### config.mk
export PLATFORM = sky130hd
export DESIGN_NAME = aux_req_framer
export DESIGN_NICKNAME = d
export VERILOG_FILES = /design/src/rtl/aux_frm_pkg.sv /design/src/rtl/aux_cmd_class.sv /design/src/rtl/aux_hdr_pack.sv /design/src/rtl/aux_reply_class.sv /design/src/rtl/aux_req_framer.sv
export SDC_FILE = /design/constraint.sdc
export NUM_CORES = 1
export LEC_CHECK = 0
export CORE_MARGIN = 10
export CORE_UTILIZATION = 30
export CTS_CLUSTER_DIAMETER = 50
export CTS_CLUSTER_SIZE = 12
export DETAILED_ROUTE_END_ITERATION = 8
export PLACE_DENSITY = 0.61
export SETUP_SLACK_MARGIN = 0.15
export SYNTH_ARGS = -nofsm -noshare
export SYNTH_HDL_FRONTEND = slang
export SYNTH_SLANG_ARGS = --single-unit
### constraint.sdc
create_clock -name clk -period 3.2 [get_ports clk]
set_input_delay 0.96 -clock clk [delete_from_list [all_inputs] [get_ports clk]]
set_output_delay 0.96 -clock clk [all_outputs]
set_load 0.1 [all_outputs]
### src/rtl/aux_frm_pkg.sv
package aux_frm_pkg;
    localparam int AUX_ADDR_W = 20;
    localparam int AUX_CMD_W  = 4;
    localparam int AUX_HDR_N  = 4;

    typedef enum logic [2:0] {
        RES_OK      = 3'd0,
        RES_TIMEOUT = 3'd1,
        RES_FLAGS   = 3'd2,
        RES_FAIL    = 3'd3,
        RES_BADLEN  = 3'd4
    } aux_result_e;

    typedef enum logic [2:0] {
        ST_IDLE,
        ST_HDR,
        ST_PAY,
        ST_WAIT,
        ST_DATA
    } aux_state_e;
endpackage

### src/rtl/aux_cmd_class.sv
module aux_cmd_class
    import aux_frm_pkg::*;
(
    input  logic [AUX_CMD_W-1:0] cmd_i,
    output logic                 is_wr_o
);
    localparam logic [AUX_CMD_W-1:0] CLASS_MASK = 4'b1011;
    logic [AUX_CMD_W-1:0] masked;

    always_comb begin
        masked  = cmd_i & CLASS_MASK;
        is_wr_o = (masked == 4'b0000) || (masked == 4'b1000);
    end
endmodule

### src/rtl/aux_hdr_pack.sv
module aux_hdr_pack
    import aux_frm_pkg::*;
#(
    parameter int LEN_W = 5
) (
    input  logic [AUX_ADDR_W-1:0]     addr_i,
    input  logic [AUX_CMD_W-1:0]      cmd_i,
    input  logic [LEN_W-1:0]          len_i,
    input  logic                      is_wr_i,
    input  logic [1:0]                sel_i,
    output logic [7:0]                byte_o
);
    localparam logic [3:0] BARE_CODE = 4'd3;
    localparam logic [3:0] HDR_SIZE  = 4'd4;

    logic [AUX_HDR_N-1:0][7:0] hdr;
    logic [LEN_W:0]            total;
    logic [3:0]                size_nib;
    logic [LEN_W-1:0]          len_m1;

    always_comb begin
        total  = (LEN_W+1)'(AUX_HDR_N) + {1'b0, len_i};
        len_m1 = (len_i == '0) ? '0 : len_i - 1'b1;
        if (len_i == '0) begin
            size_nib = BARE_CODE;
        end else if (is_wr_i) begin
            size_nib = total[3:0];
        end else begin
            size_nib = HDR_SIZE;
        end
        hdr[0] = addr_i[7:0];
        hdr[1] = addr_i[15:8];
        hdr[2] = {cmd_i, addr_i[19:16]};
        hdr[3] = {size_nib, len_m1[3:0]};
        byte_o = hdr[sel_i];
    end
endmodule

### src/rtl/aux_reply_class.sv
module aux_reply_class
    import aux_frm_pkg::*;
(
    input  logic [7:0]  status_i,
    output logic        fail_o,
    output aux_result_e result_o,
    output logic [3:0]  reply_o
);
    always_comb begin
        fail_o   = 1'b1;
        reply_o  = 4'd0;
        unique case (status_i)
            8'd1:    result_o = RES_TIMEOUT;
            8'd2:    result_o = RES_FLAGS;
            8'd3:    result_o = RES_FAIL;
            default: begin
                result_o = RES_OK;
                fail_o   = 1'b0;
                reply_o  = status_i[7:4];
            end
        endcase
    end
endmodule

### src/rtl/aux_req_framer.sv
module aux_req_framer
    import aux_frm_pkg::*;
#(
    parameter int MAX_LEN = 16,
    parameter int LEN_W   = $clog2(MAX_LEN + 1)
) (
    input  logic                  clk,
    input  logic                  rst_n,
    input  logic                  req_valid,
    output logic                  req_ready,
    input  logic [AUX_ADDR_W-1:0] req_addr,
    input  logic [AUX_CMD_W-1:0]  req_cmd,
    input  logic [LEN_W-1:0]      req_len,
    input  logic                  pl_valid,
    output logic                  pl_ready,
    input  logic [7:0]            pl_data,
    output logic                  tx_valid,
    input  logic                  tx_ready,
    output logic [7:0]            tx_data,
    input  logic                  rx_valid,
    output logic                  rx_ready,
    input  logic [7:0]            rx_data,
    input  logic                  rx_last,
    output logic                  rd_valid,
    output logic [7:0]            rd_data,
    output logic                  done_o,
    output logic [2:0]            done_result,
    output logic [3:0]            done_reply,
    output logic [LEN_W-1:0]      done_count
);
    localparam logic [LEN_W-1:0] LEN_LIMIT = LEN_W'(MAX_LEN);
    localparam logic [1:0]       HDR_LAST  = 2'(AUX_HDR_N - 1);

    typedef struct packed {
        aux_state_e             st;
        logic [AUX_ADDR_W-1:0]  addr;
        logic [AUX_CMD_W-1:0]   cmd;
        logic [LEN_W-1:0]       len;
        logic                   wr;
        logic [LEN_W-1:0]       idx;
        logic [LEN_W-1:0]       rcnt;
        logic [3:0]             rpl;
        logic                   done;
        aux_result_e            res;
        logic [LEN_W-1:0]       cnt;
    } frm_state_t;

    frm_state_t q, d;

    logic        req_is_wr;
    logic [7:0]  hdr_byte;
    logic        st_fail;
    aux_result_e st_res;
    logic [3:0]  st_rpl;
    logic        take;
    logic        in_hdr;
    logic        in_wait;

    aux_cmd_class u_cls (
        .cmd_i   (req_cmd),
        .is_wr_o (req_is_wr)
    );

    aux_hdr_pack #(.LEN_W(LEN_W)) u_hdr (
        .addr_i  (q.addr),
        .cmd_i   (q.cmd),
        .len_i   (q.len),
        .is_wr_i (q.wr),
        .sel_i   (q.idx[1:0]),
        .byte_o  (hdr_byte)
    );

    aux_reply_class u_rpl (
        .status_i (rx_data),
        .fail_o   (st_fail),
        .result_o (st_res),
        .reply_o  (st_rpl)
    );

    always_comb begin
        in_hdr  = (q.st == ST_HDR);
        in_wait = (q.st == ST_WAIT);
        take    = (q.st == ST_DATA) && rx_valid && !q.wr && (q.rcnt < q.len);

        req_ready = (q.st == ST_IDLE);
        tx_valid  = in_hdr || ((q.st == ST_PAY) && pl_valid);
        tx_data   = in_hdr ? hdr_byte : ((q.st == ST_PAY) ? pl_data : 8'd0);
        pl_ready  = (q.st == ST_PAY) && tx_ready;
        rx_ready  = in_wait || (q.st == ST_DATA);
        rd_valid  = take;
        rd_data   = rx_data;

        done_o      = q.done;
        done_result = q.res;
        done_reply  = q.rpl;
        done_count  = q.cnt;
    end

    always_comb begin
        d      = q;
        d.done = 1'b0;
        unique case (q.st)
            ST_IDLE: begin
                if (req_valid) begin
                    if (req_len > LEN_LIMIT) begin
                        d.done = 1'b1;
                        d.res  = RES_BADLEN;
                        d.cnt  = '0;
                        d.rpl  = '0;
                    end else begin
                        d.st   = ST_HDR;
                        d.addr = req_addr;
                        d.cmd  = req_cmd;
                        d.len  = req_len;
                        d.wr   = req_is_wr;
                        d.idx  = '0;
                        d.rcnt = '0;
                    end
                end
            end
            ST_HDR: begin
                if (tx_ready) begin
                    if (q.idx[1:0] == HDR_LAST) begin
                        d.idx = '0;
                        d.st  = (q.wr && q.len != '0) ? ST_PAY : ST_WAIT;
                    end else begin
                        d.idx = q.idx + 1'b1;
                    end
                end
            end
            ST_PAY: begin
                if (pl_valid && tx_ready) begin
                    if (q.idx == q.len - 1'b1) begin
                        d.st  = ST_WAIT;
                        d.idx = '0;
                    end else begin
                        d.idx = q.idx + 1'b1;
                    end
                end
            end
            ST_WAIT: begin
                if (rx_valid) begin
                    if (st_fail) begin
                        d.st   = ST_IDLE;
                        d.done = 1'b1;
                        d.res  = st_res;
                        d.cnt  = '0;
                        d.rpl  = '0;
                    end else begin
                        d.rpl = st_rpl;
                        if (rx_last) begin
                            d.st   = ST_IDLE;
                            d.done = 1'b1;
                            d.res  = RES_OK;
                            d.cnt  = q.wr ? q.len : '0;
                        end else begin
                            d.st = ST_DATA;
                        end
                    end
                end
            end
            ST_DATA: begin
                if (rx_valid) begin
                    if (take) begin
                        d.rcnt = q.rcnt + 1'b1;
                    end
                    if (rx_last) begin
                        d.st   = ST_IDLE;
                        d.done = 1'b1;
                        d.res  = RES_OK;
                        d.cnt  = q.wr ? q.len : d.rcnt;
                    end
                end
            end
            default: d.st = ST_IDLE;
        endcase
    end

    always_ff @(posedge clk or negedge rst_n) begin
        if (!rst_n) begin
            q <= '{st: ST_IDLE, res: RES_OK, default: '0};
        end else begin
            q <= d;
        end
    end
endmodule

Word level (Yosys, flattened, before mapping). Index checks and enable logic that the tools add are counted.

Latch bits: 0. Memory bits (writable): 0. Memories kept: 0. Memory bits (read-only): 0. Flip-flop bits (word level): 56. Output and inout port bits: 34.

Div/mod/pow operators: 0. Bitwise gates (word level): 1. Muxes and demuxes: 41. Reduce and logical (&&, ||, !) cells: 26. Add/sub/neg operators: 4. Shift operators: 0. $lt $le $gt $ge: 3. Eq/ne operators: 21. Multiply operators: 0.

Operators with widths (count): 2-to-1 mux 56 bit (1); 2-to-1 mux 43 bit (1); 2-to-1 mux 5 bit (8); 2-to-1 mux 13 bit (3); 2-to-1 mux 3 bit (9); 2-to-1 mux 9 bit (3); one-hot mux 9 bit (3 select lines) (1); 2-to-1 mux 8 bit (3); binary-select mux 8 bit (select 2 bit) (1); equality test 8 x 2 -> 1 bit (second input constant) (2); 2-to-1 mux 4 bit (4); one-hot mux 3 bit (5 select lines) (1); one-hot mux 5 bit (3 select lines) (1); != test 2 bit (second input constant) (6); adder 5 x 1 -> 5 bit (second input constant) (2); one-hot mux 5 bit (2 select lines) (1); AND reduction 9 bit (1); equality test 8 x 1 -> 1 bit (second input constant) (1); != test 2 x 1 -> 1 bit (second input constant) (4); one-hot mux 4 bit (2 select lines) (1); AND reduction 4 bit (2); logical AND 1 bit (7); AND reduction 7 bit (1); equality test 3 x 2 -> 1 bit (second input constant) (2); 24 further kinds (30).

Logic depth before layout (Yosys ltp).
Depth in word-level cells: 9. Gate-level depth with buffers: 9.

Modules after synthesis. Synthesis repeated with hierarchy kept, for this count alone.

Cells, all modules: 342. Area, all modules: 3553.4 µm².

Modules (own cells, without submodules): aux_req_framer (cells an instance 286, area an instance 3121.7 µm², instances 1, seq. area each 1401.3 µm²); aux_hdr_pack (cells an instance 44, area an instance 362.8 µm², instances 1, seq. area each 0.0 µm²); aux_reply_class (cells an instance 11, area an instance 65.1 µm², instances 1, seq. area each 0.0 µm²); aux_cmd_class (cells an instance 1, area an instance 3.8 µm², instances 1, seq. area each 0.0 µm²).

Worst setup path before layout. OpenSTA, ideal clock, no wires.

Path kind: reg-to-output. Start: register q[53] in the netlist's numbering. End: output tx_data[0]. Cell stages (with the launch flop): 5. Setup slack: 0.242 ns. Data arrival time: 1.998 ns. Data required time: 2.240 ns. Cell sequence: dfrtp_1 -> buf_2 -> nor3b_1 -> clkbuf_1 -> a22o_1.

Longest elaborated chain between the ends: 3. Elaborated cells on any way between the ends: 4. Classes of those cells: 2 x eq/ne; 2 x mux.

RTL lines: from (decl) (line aux_req_framer.sv:48) `frm_state_t q, d;`; from (signal assigned) (line aux_req_framer.sv:181) `q <= '{st: ST_IDLE, res: RES_OK, default: '0};`; from (signal assigned) (line aux_req_framer.sv:183) `q <= d;`; equality test 3 x 2 -> 1 bit (line aux_req_framer.sv:87) `tx_data = in_hdr ? hdr_byte : ((q.st == ST_PAY) ? pl_data : 8'd0);`; 2-to-1 mux 8 bit (line aux_req_framer.sv:87); 2-to-1 mux 8 bit * (line aux_req_framer.sv:87); to (decl) (line aux_req_framer.sv:19) `output logic [7:0] tx_data,`.

Every way passes the cells marked *; elsewhere a longest branch is shown, timed or not.

Worst setup path after layout.
Start: register q[28] in the netlist's numbering. End: output tx_data[6].

Longest elaborated chain between the ends: 5.

RTL lines: logical NOT 5 bit (line aux_hdr_pack.sv:24) `if (len_i == '0) begin`; 2-to-1 mux 4 bit (line aux_hdr_pack.sv:24); binary-select mux 8 bit (select 2 bit) (line aux_hdr_pack.sv:35) `byte_o = hdr[sel_i];`; 2-to-1 mux 8 bit (not written as such) (line aux_hdr_pack.sv:35); 2-to-1 mux 8 bit (line aux_req_framer.sv:87).

No other way between the ends. The select of a mux whose other input is x is not followed.

==> summary.txt <==
Run status
  – Status: complete, no violations

Yosys
  – Synth Flop Type: dfrtp_1
  – Post-Syn Area: 0.003292 mm^2
  – Yosys warns: 0
  – Register area share after synthesis: 0.4257
  – FF+latch count, synth: 56
  – Number of synthesized flops with an enable pin: 0
  – Post-synthesis cell count: 305
  – Mapped Nets: 368
  – Avg Inst Size Synth: 10.79 um^2
  – Unique masters post-synth: 52
  – Share of flip-flops with an asynchronous set or reset: 1.000

Critical path
  – Worst endpoint required time: 2240 ps
  – Crit path from: q[28]$_DFFE_PN0P_
  – RR Startpoint: q[28]$_DFFE_PN0P_
  – RR Endpoint: done_count[3]$_DFFE_PN0P_
  – Arr. time, crit path: 2180 ps
  – Critical Setup Path Class: flop to primary output
  – Critical-path maximum fanout: 5
  – Crit path capture type: primary output
  – Crit-path max cell delay: 480 ps
  – Crit-path slowest cell: mux4_2
  – R2R setup slack: 700 ps
  – Crit path cell chain: inv_1, and3_4, a21oi_2, mux4_2, a22o_1, buf_12
  – Critical Path End: tx_data[6]
  – R2R depth: 9
  – Startpoint Class: flop

Clock network
  – CTS tree: yes
  – # clock sinks: 56
  – # H-tree levels: 2
  – Root Driver: clkbuf_8
  – CTS buffer count: 5
  – Worst skew pair latency: 310 ps
  – Post-CTS Hold Fix Bufs: 0
  – Clk buf depth: 2
  – Reg clk slew, reported paths: 100 ps

Floorplan
  – Top Ports: 86
  – Die ar.: 0.01556 mm^2
  – Core box area: 0.01079 mm^2
  – Cell Rows: 38
  – Die height: 124.8 um
  – Die X: 124.8 um
  – Starting Density: 0.3050

Routing
  – # DRC: 0
  – Iteration-0 DRC Markers: 70
  – DR WL/cell: 16.48 um
  – Drt first pass iters: 5
  – Vias: 2586
  – Post-DRT Antenna Nets: 0
  – Vias per std cell: 4.870
  – Total wire length: 8.752 mm

Final layout
  – Synth-to-layout area growth: 41.35%
  – Final std cells w/o fill: 531
  – Diodes inserted: 0
  – Fin nets: 453
  – Share of cells above drive strength 1: 0.3325

STA
  – RSZ-0062 raised after global routing: yes
  – Final Cycle Share: 0.9816
  – Final hold violation count: 0
  – Slew HR: 0.6336
  – Clock Skews: 4.390 ps
  – Worst-Margin Slew: 549.7 ps
  – Post-route minimum period: 3141 ps
  – Setup TNS: 0 ps
  – Setup ws final: 59.02 ps
  – Fmax: 318.4 MHz
  – Setup Viol. Count Final: 0
  – Final Max Slew Viols: 0

Global route
  – First-pass GRT wire length: 14.24 mm
  – Largest net degree at the start of global routing: 38
  – Gr usage total: 0.1089
  – Grt total ovfl: 0
  – Initial antenna violation count: 0
  – Vias in the first global route: 2729

Min path
  – Tightest Hold Check Type: input pin to asynchronous set/reset pin

Job
  – Max_cap viols: 0

Pwr
  – Worst vdd ir: 0.001276 V
  – P_leak: 2.027 nW
  – Pwr Total: 0.005544 W
  – Pwr dens: 1191 mW/mm^2

Placed design
  – Placed insts: 513
  – Worst slack at placement: 212.1 ps
  – Gp weighted congestion: 0.7849
  – IO Port Bufs: 85
  – Dpl hpwl: 6.737 mm
-- final cells by class --
| cell class | count | area [um^2] |
|---|---|---|
| inverters | 14 | 52.55 |
| flip-flops and latches | 56 | 1404 |
| clock inverters | 2 | 35.03 |
| fillers | 994 | 6140 |
| multi-input cells | 204 | 1715 |
| repair buffers | 109 | 1199 |
| clock buffers | 6 | 72.57 |
| well taps | 140 | 175.2 |
-- report_power, final --
| group | switching [W] | internal [W] | total, W |
|---|---|---|---|
| Combinational | 0.00231 | 0.00149 | 0.00381 |
| Clock | 0.000234 | 0.000233 | 0.000467 |
| Sequential | 0.000268 | 0.00100 | 0.00127 |
| Total | 0.00281 | 0.00273 | 0.00554 |
-- what timing repair did --
action | 4_1_cts | 5_1_grt
setup endpoints to repair | 8 | 8
gates resized for setup | 20 | 2
pin swaps | 5 | 1
gates cloned | 0 | 0
buffers inserted | 5 | 5
-- placed cells by master, fill, tap and decap left out, types with 3 or more instances in the layout --
cell type	Yosys	routed
xor2_1	4	4
o21ai_0	12	12
xnor2_1	6	4
inv_1	13	9
a21oi_1	12	11
buf_4	20	36
nor3_1	5	4
mux2i_1	3	3
mux4_2	8	8
clkbuf_8	0	5
mux2_2	29	29
clkdlybuf4s50_1	0	50
a211o_1	3	3
inv_2	1	5
ha_1	11	9
buf_12	0	20
a22o_1	14	14
dfrtp_1	56	54
nand2_1	25	25
nand3_1	10	9
nor2_1	21	20
-- Yosys cell counts, types with 3 or more instances --
| cell | number | area [um^2] |
|---|---|---|
| xor2_1 | 4 | 35.03 |
| nor3_1 | 5 | 25.02 |
| dfrtp_1 | 56 | 1401 |
| clkbuf_1 | 4 | 15.01 |
| mux2_2 | 29 | 326.6 |
| inv_1 | 13 | 48.80 |
| o21ai_0 | 12 | 60.06 |
| mux4_2 | 8 | 180.2 |
| a211o_1 | 3 | 26.28 |
| nand3_1 | 10 | 50.05 |
| buf_4 | 20 | 150.1 |
| nor2_1 | 21 | 78.83 |
| and3_1 | 3 | 18.77 |
| xnor2_1 | 6 | 52.55 |
| nand2_1 | 25 | 93.84 |
| a21oi_1 | 12 | 60.06 |
| mux2i_1 | 3 | 30.03 |
| buf_1 | 3 | 11.26 |
| a22o_1 | 14 | 122.6 |
| buf_2 | 3 | 15.01 |
| ha_1 | 11 | 137.6 |
-- worst max-delay path: cells and delay by family (launching register included) --
kind | cells | cell delay [ps]
flops | 1 | 460
simple gates | 1 | 250
compound gates | 2 | 310
buf+inv | 2 | 360
mux | 1 | 480
-- kinds of logic (layout without fill, tap and decap cells) --
kind of cell / Yosys count / after routing / share of synthesized area
flops: 56 / 56 / 0.4257
compound gates: 60 / 60 / 0.1372
xor+xnor: 10 / 10 / 0.02660
simple gates: 83 / 83 / 0.1281
buf+inv: 45 / 131 / 0.07753
fa+ha+maj: 11 / 11 / 0.04181
mux: 40 / 40 / 0.1631
-- flip-flops by register name, summed over array words and instances, names as in the netlist --
register     cells
done_count       5
done_o           1
done_reply       4
done_result      3
q               43
-- metal layers --
metal,track usage,up-vias,share of wire
li1,-,1256,-
met1,0.1476,1243,0.48
met2,0.1709,81,0.45
met3,0.02851,6,0.062
met4,0.01988,0,0.0067
met5,0,-,0
-- how the worst min path moves through the flow --
stage	from	depth (start not counted)	endpoint	slack, ps
floorplan	done_result[2]$_DFFE_PN0P_	1	done_result[2]$_DFFE_PN0P_	450
global placement	done_result[2]$_DFFE_PN0P_	1	done_result[2]$_DFFE_PN0P_	470
detailed placement	done_result[2]$_DFFE_PN0P_	1	done_result[2]$_DFFE_PN0P_	480
CTS	rst_n	1	done_result[0]$_DFFE_PN0P_	480
global route	rst_n	1	done_result[0]$_DFFE_PN0P_	470
finish	rst_n	1	done_result[0]$_DFFE_PN0P_	480
-- per-stage QoR --
step | area, um^2 | utilization | hold slack, ps
after floorplan | 3292 | - | 450.9
after global placement | 4385 | 0.4063 | 467.5
after detailed placement | 4385 | 0.4063 | 476.5
after CTS | 4612 | 0.4273 | 478.8
after global routing | 4653 | 0.4311 | 471.9
final | 4653 | 0.4311 | 482.9
Note: power is estimated with default switching activity, not from simulation.
